==> config.mk <==
export PLATFORM = sky130hd
export DESIGN_NAME = adc_serial_port
export DESIGN_NICKNAME = d
export VERILOG_FILES = /design/src/rtl/adc_sp_pkg.sv /design/src/rtl/adc_sp_blank.sv /design/src/rtl/adc_sp_phase.sv /design/src/rtl/adc_sp_shifter.sv /design/src/rtl/adc_serial_port.sv
export SDC_FILE = /design/constraint.sdc
export NUM_CORES = 1
export LEC_CHECK = 0
export ABC_AREA = 1
export BUFFER_PORTS_ARGS = -buffer_cell sky130_fd_sc_hd__buf_2
export CORE_MARGIN = 3
export CORE_UTILIZATION = 35
export CTS_CLUSTER_DIAMETER = 50
export DETAILED_ROUTE_END_ITERATION = 16
export PLACE_DENSITY = 0.57
export SETUP_SLACK_MARGIN = 0.1
export SLEW_MARGIN = 15
export SYNTH_ARGS = -nofsm -noshare
export SYNTH_HDL_FRONTEND = slang
export SYNTH_HIERARCHICAL = 1
export SYNTH_SLANG_ARGS = --single-unit
==> constraint.sdc <==
create_clock -name clk -period 5.9 [get_ports clk]
set_input_delay 0 -clock clk [delete_from_list [all_inputs] [get_ports clk]]
set_output_delay 0 -clock clk [all_outputs]
set_load 0.02 [all_outputs]
==> src/rtl/adc_sp_pkg.sv <==
package adc_sp_pkg;
    typedef enum logic [1:0] {
        FMT_ASYNC   = 2'b00,
        FMT_EXT     = 2'b01,
        FMT_SELF    = 2'b10,
        FMT_EXT_ALT = 2'b11
    } fmt_e;

    typedef enum logic [1:0] {
        ST_IDLE  = 2'b00,
        ST_SHIFT = 2'b01,
        ST_HOLD  = 2'b10
    } tx_state_e;
endpackage

==> src/rtl/adc_sp_blank.sv <==
module adc_sp_blank #(
    parameter int BLANK_CYC = 4
) (
    input  logic clk,
    input  logic rst,
    input  logic load,
    output logic busy
);
    localparam int CW = $clog2(BLANK_CYC + 1);

    logic [CW-1:0] cnt;

    always_ff @(posedge clk) begin
        if (rst) begin
            cnt <= '0;
        end else if (load) begin
            cnt <= CW'(BLANK_CYC);
        end else if (cnt != '0) begin
            cnt <= cnt - 1'b1;
        end
    end

    assign busy = (cnt != '0);
endmodule

==> src/rtl/adc_sp_phase.sv <==
module adc_sp_phase #(
    parameter int DIV = 4
) (
    input  logic clk,
    input  logic rst,
    input  logic run,
    output logic tick
);
    localparam int PW = (DIV > 2) ? $clog2(DIV) : 1;

    logic [PW-1:0] phase;

    always_ff @(posedge clk) begin
        if (rst || !run) begin
            phase <= '0;
        end else if (phase == PW'(DIV - 1)) begin
            phase <= '0;
        end else begin
            phase <= phase + 1'b1;
        end
    end

    assign tick = run && (phase == PW'(DIV - 1));
endmodule

==> src/rtl/adc_sp_shifter.sv <==
module adc_sp_shifter #(
    parameter int WORD_W = 16
) (
    input  logic              clk,
    input  logic              rst,
    input  logic              start,
    input  logic              advance,
    input  logic              framed,
    input  logic [WORD_W-1:0] word,
    output logic              bit_out,
    output logic              last
);
    localparam int BYTES   = WORD_W / 8;
    localparam int FRAME_W = BYTES * 11;
    localparam int CNT_W   = $clog2(FRAME_W + 1);

    logic [FRAME_W-1:0] fa;
    logic [FRAME_W-1:0] fs;
    logic [FRAME_W-1:0] sh;
    logic [CNT_W-1:0]   left;

    for (genvar k = 0; k < BYTES; k++) begin : g_byte
        assign fa[k*11]          = 1'b0;
        assign fa[k*11+1 +: 8]   = word[WORD_W-1-8*k -: 8];
        assign fa[k*11+9 +: 2]   = 2'b11;
    end

    for (genvar i = 0; i < WORD_W; i++) begin : g_plain
        assign fs[i] = word[WORD_W-1-i];
    end

    if (FRAME_W > WORD_W) begin : g_pad
        assign fs[FRAME_W-1:WORD_W] = '1;
    end

    always_ff @(posedge clk) begin
        if (rst) begin
            sh   <= '1;
            left <= '0;
        end else if (start) begin
            sh   <= framed ? fa : fs;
            left <= framed ? CNT_W'(FRAME_W - 1) : CNT_W'(WORD_W - 1);
        end else if (advance) begin
            sh <= {1'b1, sh[FRAME_W-1:1]};
            if (left != '0) begin
                left <= left - 1'b1;
            end
        end
    end

    assign bit_out = sh[0];
    assign last    = (left == '0);
endmodule

==> src/rtl/adc_serial_port.sv <==
module adc_serial_port
    import adc_sp_pkg::*;
#(
    parameter int WORD_W    = 16,
    parameter int BLANK_CYC = 4,
    parameter int DIV       = 4
) (
    input  logic              clk,
    input  logic              rst,
    input  logic [1:0]        mode_sel,
    input  logic              load_stb,
    input  logic [WORD_W-1:0] load_word,
    input  logic              cs_n,
    input  logic              sclk_in,
    output logic              sclk_out,
    output logic              sclk_oe,
    output logic              sdata,
    output logic              rdy_n
);
    fmt_e      fmt;
    tx_state_e state, state_nx;
    logic [WORD_W-1:0] word_q;
    logic valid;
    logic sclk_q;
    logic sclk_fall;
    logic blank_busy;
    logic tick;
    logic self_mode;
    logic framed;
    logic start;
    logic advance;
    logic bit_out;
    logic last;

    assign fmt       = fmt_e'(mode_sel);
    assign self_mode = (fmt == FMT_SELF);
    assign framed    = (fmt == FMT_ASYNC);
    assign sclk_fall = sclk_q && !sclk_in;

    assign start   = (state == ST_IDLE) && !cs_n && valid && !blank_busy && !load_stb;
    assign advance = (state == ST_SHIFT) && !cs_n && !load_stb &&
                     (self_mode ? tick : sclk_fall);

    adc_sp_blank #(.BLANK_CYC(BLANK_CYC)) u_blank (
        .clk  (clk),
        .rst  (rst),
        .load (load_stb),
        .busy (blank_busy)
    );

    adc_sp_phase #(.DIV(DIV)) u_phase (
        .clk  (clk),
        .rst  (rst),
        .run  ((state == ST_SHIFT) && self_mode),
        .tick (tick)
    );

    adc_sp_shifter #(.WORD_W(WORD_W)) u_shift (
        .clk     (clk),
        .rst     (rst),
        .start   (start),
        .advance (advance),
        .framed  (framed),
        .word    (word_q),
        .bit_out (bit_out),
        .last    (last)
    );

    always_ff @(posedge clk) begin
        if (rst) begin
            word_q <= '0;
            valid  <= 1'b0;
            sclk_q <= 1'b0;
        end else begin
            sclk_q <= sclk_in;
            if (load_stb) begin
                word_q <= load_word;
                valid  <= 1'b1;
            end else if (advance && last) begin
                valid <= 1'b0;
            end
        end
    end

    always_ff @(posedge clk) begin
        if (rst) begin
            state <= ST_IDLE;
        end else begin
            state <= state_nx;
        end
    end

    always_comb begin
        state_nx = state;
        unique case (state)
            ST_IDLE: begin
                if (start) state_nx = ST_SHIFT;
            end
            ST_SHIFT: begin
                if (cs_n)                 state_nx = ST_IDLE;
                else if (load_stb)        state_nx = ST_HOLD;
                else if (advance && last) state_nx = ST_HOLD;
            end
            ST_HOLD: begin
                if (cs_n) state_nx = ST_IDLE;
            end
            default: state_nx = ST_IDLE;
        endcase
    end

    always_comb begin
        sdata    = (state == ST_SHIFT) ? bit_out : 1'b1;
        sclk_out = tick;
        sclk_oe  = self_mode;
        rdy_n    = !valid || blank_busy;
    end
endmodule

==> results.toml, run 1 <==
[synth]
synth_area_leaders = "dfxtp_1 (43%), nor2_1 (10%), inv_1 (8.7%)"
synth_warnings = 6
syn_nets = 355
yosysTopAreaCellShare_pct = 43.0
synth_cells = 327
yosysSeqAreaShare_pct = 43.0
syn_avg_cell_area_um2 = 7.12
synth-seq-cells = 50
synth_top_cell_by_area = "dfxtp_1"
netlist_area_um2 = 2330
synthDistinctLibCells = 27

[route]
antenna_left = 0
routed_wl_um = 5020
post_drt_wl_per_cell_um = 11.4
via_per_inst = 4.71
vias = 2077
drcViolationCount = 0
initialDrtViolationCount = 87
drtPass1Iterations = 4

[layout]
mostFrequentLayoutCell = "nor2_1"
ff_latch_area_um2 = 1000
drive_gt1_share_pct = 12.6
multi_input_area_um2 = 1040
nets = 392
fillCellCount = 684
diodes = 0
final_cell_mix = "nor2_1 (65), inv_1 (54), dfxtp_1 (50), nand2_1 (34), o21ai_0 (32)"
area_growth_pct = 18.9

[clocking]
cts.repair.resized = 0
cts_root_buf = "clkbuf_8"
htree_levels = 2
cts_buffers = 5
clk_pin_slew_ns = 0.09
cts.path.max_buffers = 2
cts_tree = "done"
clk_latency_ns = 0.29
clkSinkCount = 50

[power]
ir_drop_uv = 136
pwr_density_cell_nw_per_um2 = 248
p_leak_uw = 0.00128
power_uw = 686

[worst_setup_path]
path_max_fanout = 37
critPathLaunchType = "flop"
critical_path_depth = 12
crit_family = "buffers and inverters"
cp.arrival_ns = 3.00
reg2reg_depth = 12
required_ns = 6.09
slowest_delay_ns = 0.54
path_cells = "inv_1 > ha_1 > ha_1 > inv_2 > inv_1 > nand4_1 > inv_1 > nor2_2 > inv_2 > nand2_1 > nor3_1 > nor2_1"
crit_type = "reg2reg"
slowest_stage = "inv_1"
cpMostUsedCell = "inv_1"
crit_buf_inv = 5
critPathCaptureType = "flop"

[sta]
fin_hold_ws_ns = 0.0697
worst_pin_slew_ns = 0.684
setup_viol = 0
layout_setup_ws_ns = 3.09
period_needed_ns = 2.81
skew_ns = 0.00597
rsz0062_at_grt = "no"
setup_tns_ns = 0
finalCritPeriodShare_pct = 47.6
clock.fmax_mhz = 356
finalHoldViolations = 0
slew_headroom_pct = 54.3
slew_violations = 0

[global_routing]
track_usage_pct = 14.3
antenna_found_initial = 0
grt_max_degree = 38
grt_pass1_vias = 1994
grt_overflow = 0
grt_pass1_wl_um = 8880

[place]
place_ws_ns = 3.12
place_congestion = 0.768
hpwl_um = 3430
io_buffer_count = 26

[floorplanning]
die-area_um2 = 7670
die_w_um = 87.6
initial_utilization_pct = 36.5
placementRows = 29
num_io_pins = 27
core-area_um2 = 6390
die_y_um = 87.6

[min_path]
whs_path_depth = 2
holdCritPathClass = "in2reg"

[status]
status = "finished, final reports clean"

[flow_run]
drv_cap = 0
-- synthesized netlist by cell type, drive strengths merged --
cell    count
nand4       2
o221ai      5
and2        1
a21oi      14
buf        10
inv        58
ha          5
o22ai      12
nor3        2
clkbuf      3
or2         2
nand3      13
nand2      35
dfxtp      50
nor2       69
o211ai     12
o21ai      34
-- cell type report --
class                      count  share of cell area [%]
sequential                    50                    36.1
clock buffer                   6                    2.98
inverter                      58                    7.86
clock inverter                 1                    1.08
multi-input combinational    206                    37.6
timing repair buffer          43                    10.8
tap                           77                    3.48
-- stage by stage --
stage	std cells	util (%)	cell area [um2]
after floorplan	327	-	2330
after global placement	417	38.9	2490
after global routing	441	43.4	2770
after detailed placement	417	38.9	2490
final	441	43.4	2770
after CTS	441	43.4	2770
-- layer usage --
layer	vias to the layer above	routed length [um]	track usage [%]
met5	-	0	0
met4	0	40	3.77
met3	2	126	3.39
met2	23	2340	24.0
met1	925	2520	18.4
li1	1127	-	-
-- power by group --
group | switching [uW] | leakage, uW | internal [uW]
clock network | 108 | 0.0000573 | 136
logic | 46.3 | 0.000810 | 33.5
registers | 8.12 | 0.000410 | 353
total | 163 | 0.00128 | 523
-- worst reg2reg max path, stage by stage, from the launching register on --
cell and delay [ns]:
dfxtp_1 0.32, inv_1 0.07, ha_1 0.18, ha_1 0.24, inv_2 0.06, inv_1 0.07, nand4_1 0.14, inv_1 0.54
nor2_2 0.22, inv_2 0.44, nand2_1 0.20, nor3_1 0.16, nor2_1 0.06
-- path summary, 6_finish.rpt --
check,from,end,slack [ns]
setup / recovery,u_blank/cnt[0]$_SDFFE_PP0P_,u_shift/left[0]$_SDFFE_PP0P_,3.09
hold / removal,rst,sclk_q$_SDFF_PP0_,0.07
setup reg to reg,u_blank/cnt[0]$_SDFFE_PP0P_,u_shift/left[0]$_SDFFE_PP0P_,3.09
hold reg to reg,u_phase/phase[0]$_SDFF_PP0_,u_phase/phase[0]$_SDFF_PP0_,0.42
-- registers in the layout, indices dropped and copies added, names as in the netlist --
signal,count
sclk_q,1
u_shift/left,5
valid,1
word_q,16
u_phase/phase,2
u_shift/sh,20
state,2
u_blank/cnt,3
-- timing repair --
action                                  in CTS  in global routing
buffers inserted                             0                  0
hold buffers                                17                  0
endpoints found under the setup margin       0                  0
endpoints found under the hold margin       17                  0
-- cell families after synthesis --
logic type	count (synthesis)	synth area share [%]
simple gates	124	22.7
buf+inv	71	12.4
compound gates	77	19.3
flops	50	43.0
fa+ha+maj	5	2.69
Power figures use the tool's default switching activity.
==> run 2: changes to the inputs <==
==> constraint.sdc (replaced) <==
create_clock -name clk -period 2.7 [get_ports clk]
set_input_delay 0 -clock clk [delete_from_list [all_inputs] [get_ports clk]]
set_output_delay 0 -clock clk [all_outputs]
set_load 0.02 [all_outputs]
==> run 2 against run 1 <==
Net effect: combinational power rose by 120%; clock power rose by 91%; global-route usage about the same; die area unchanged; flip-flop and latch count stayed put; critical endpoint unchanged; largest power group unchanged.
==> results.toml, run 2 (synthesized netlist as in run 1, its figures left out) <==
[status]
status = "finished, final reports clean"

[clocking]
cts_setup_buffers = 0
clk_latency_ns = 0.30
cts_buffers = 5
cts_tree = "done"
htree_levels = 2
cts.path.max_buffers = 2
clkSinkCount = 50
cts.repair.resized = 0
cts-hold-fix-buffers = 17
clk_pin_slew_ns = 0.09
cts_root_buf = "clkbuf_8"

[layout]
mostFrequentLayoutCell = "nor2_1"
largestRegisters = "u_shift/sh: 20 flops, word_q: 16 flops, u_shift/left: 5 flops"
drive_gt1_share_pct = 13.4
final_cell_mix = "nor2_1 (65), inv_1 (54), dfxtp_1 (50), nand2_1 (34), o21ai_0 (32)"
nets = 394
largest_reg_flops = 20
largest-register = "u_shift/sh"
diodes = 0
area_growth_pct = 19.0

[sta]
slew_headroom_pct = 60.8
worst_pin_slew_ns = 0.587
period_needed_ns = 2.26
slew_violations = 0
skew_ns = 0.00342
rsz0062_at_grt = "no"
setup_tns_ns = 0
setup_viol = 0
clock.fmax_mhz = 443
finalHoldViolations = 0
finalCritPeriodShare_pct = 83.7

[floorplanning]
placementRows = 29
die_w_um = 87.6
die_y_um = 87.6
core-area_um2 = 6390
die-area_um2 = 7670
initial_utilization_pct = 36.5
num_io_pins = 27

[worst_setup_path]
critPathLaunchType = "flop"
crit_buf_inv = 5
slowest_delay_ns = 0.40
required_ns = 2.90
cp.arrival_ns = 2.46
critical_path_depth = 12
path_max_fanout = 37
reg2reg_depth = 12
crit_type = "reg2reg"
worstReg2RegStart = "u_blank/cnt[0]$_SDFFE_PP0P_"
r2r-end = "u_shift/left[0]$_SDFFE_PP0P_"
slowest_stage = "inv_2"
ff2ff_setup_slack_ns = 0.44
crit_family = "buffers and inverters"
critPathCaptureType = "flop"
cpMostUsedCell = "inv_1"
path_cells = "inv_1 > ha_1 > ha_1 > inv_2 > inv_1 > nand4_1 > inv_1 > nor2_2 > inv_2 > nand2_1 > nor3_1 > nor2_1"

[route]
vias = 2095
initialDrtViolationCount = 124
drtPass1Iterations = 4
drcViolationCount = 0
post_drt_wl_per_cell_um = 11.6
via_per_inst = 4.72
routed_wl_um = 5150
antenna_left = 0

[global_routing]
grt_max_degree = 38
grt_overflow = 0
track_usage_pct = 14.3
grt_pass1_vias = 1992
grt_pass1_wl_um = 8960
antenna_found_initial = 0

[power]
power_uw = 1430
pwr_density_cell_nw_per_um2 = 518
ir_drop_uv = 301
p_leak_uw = 0.00128

[min_path]
min_to = "sclk_q$_SDFF_PP0_"
holdCritPathClass = "in2reg"
whs_path_depth = 2
holdCritStartpoint = "rst"

[place]
io_buffer_count = 26
hpwl_um = 3440
place_congestion = 0.805

[flow_run]
drv_cap = 0
==> run 2: cell types whose count changed in the layout (fill, tap and decap cells not counted) <==
cell,previous run,this run
bufinv_16,1,0
buf_4,0,2
clkinv_4,0,2
==> run 2: metal layers <==
metal | share of wire (%) | wire (um) | GRT usage (%)
met4 | 0.60 | 31 | 2.93
met5 | 0 | 0 | 0
met3 | 2.8 | 145 | 2.63
met2 | 48 | 2480 | 24.7
met1 | 48 | 2500 | 18.7
==> run 2: report_power, final <==
part / leakage, uW / internal, uW / switching (uW) / total [uW]
logic: 0.000819 / 74.3 / 103 / 177
registers: 0.000410 / 772 / 18.1 / 791
clock network: 0.0000514 / 211 / 255 / 467
==> run 2: layout make-up <==
cell class                 count  area [um2]
multi-input combinational    206        1040
clock inverter                 2        17.5
fill                         677        3610
inverter                      58         218
timing repair buffer          45         315
tap                           77        96.3
sequential                    50        1000
clock buffer                   6        82.6
==> run 2: worst reg2reg max path, delay by kind of cell, from the launching register on <==
kind	cells	cell delay, ns
DFF	1	0.33
and+or+nand+nor	5	0.63
adders and majority gates	2	0.42
buffers and inverters	5	0.79
==> run 2: worst max-delay path by stage <==
stage                                      from                            to  slack [ns]
finish              u_blank/cnt[0]$_SDFFE_PP0P_  u_shift/left[0]$_SDFFE_PP0P_        0.44
CTS                 u_blank/cnt[0]$_SDFFE_PP0P_  u_shift/left[0]$_SDFFE_PP0P_        0.43
global placement    u_blank/cnt[0]$_SDFFE_PP0P_  u_shift/left[0]$_SDFFE_PP0P_        0.51
floorplan           u_blank/cnt[0]$_SDFFE_PP0P_   u_shift/sh[11]$_SDFFE_PP1P_        0.78
global route        u_blank/cnt[0]$_SDFFE_PP0P_    u_shift/sh[5]$_SDFFE_PP1P_        0.18
detailed placement  u_blank/cnt[0]$_SDFFE_PP0P_    u_shift/sh[5]$_SDFFE_PP1P_        0.45
==> run 2: metrics by stage <==
step	util, %	hold WS (ns)	area, um2	instances	setup WS (ns)
floorplan	-	0.0691	2330	327	0.783
global placement	39.2	0.219	2500	419	0.513
detailed placement	39.2	0.227	2500	419	0.446
CTS	43.4	0.0625	2770	444	0.428
global route	43.4	0.0954	2770	444	0.178
finish	43.4	0.0706	2770	444	0.441
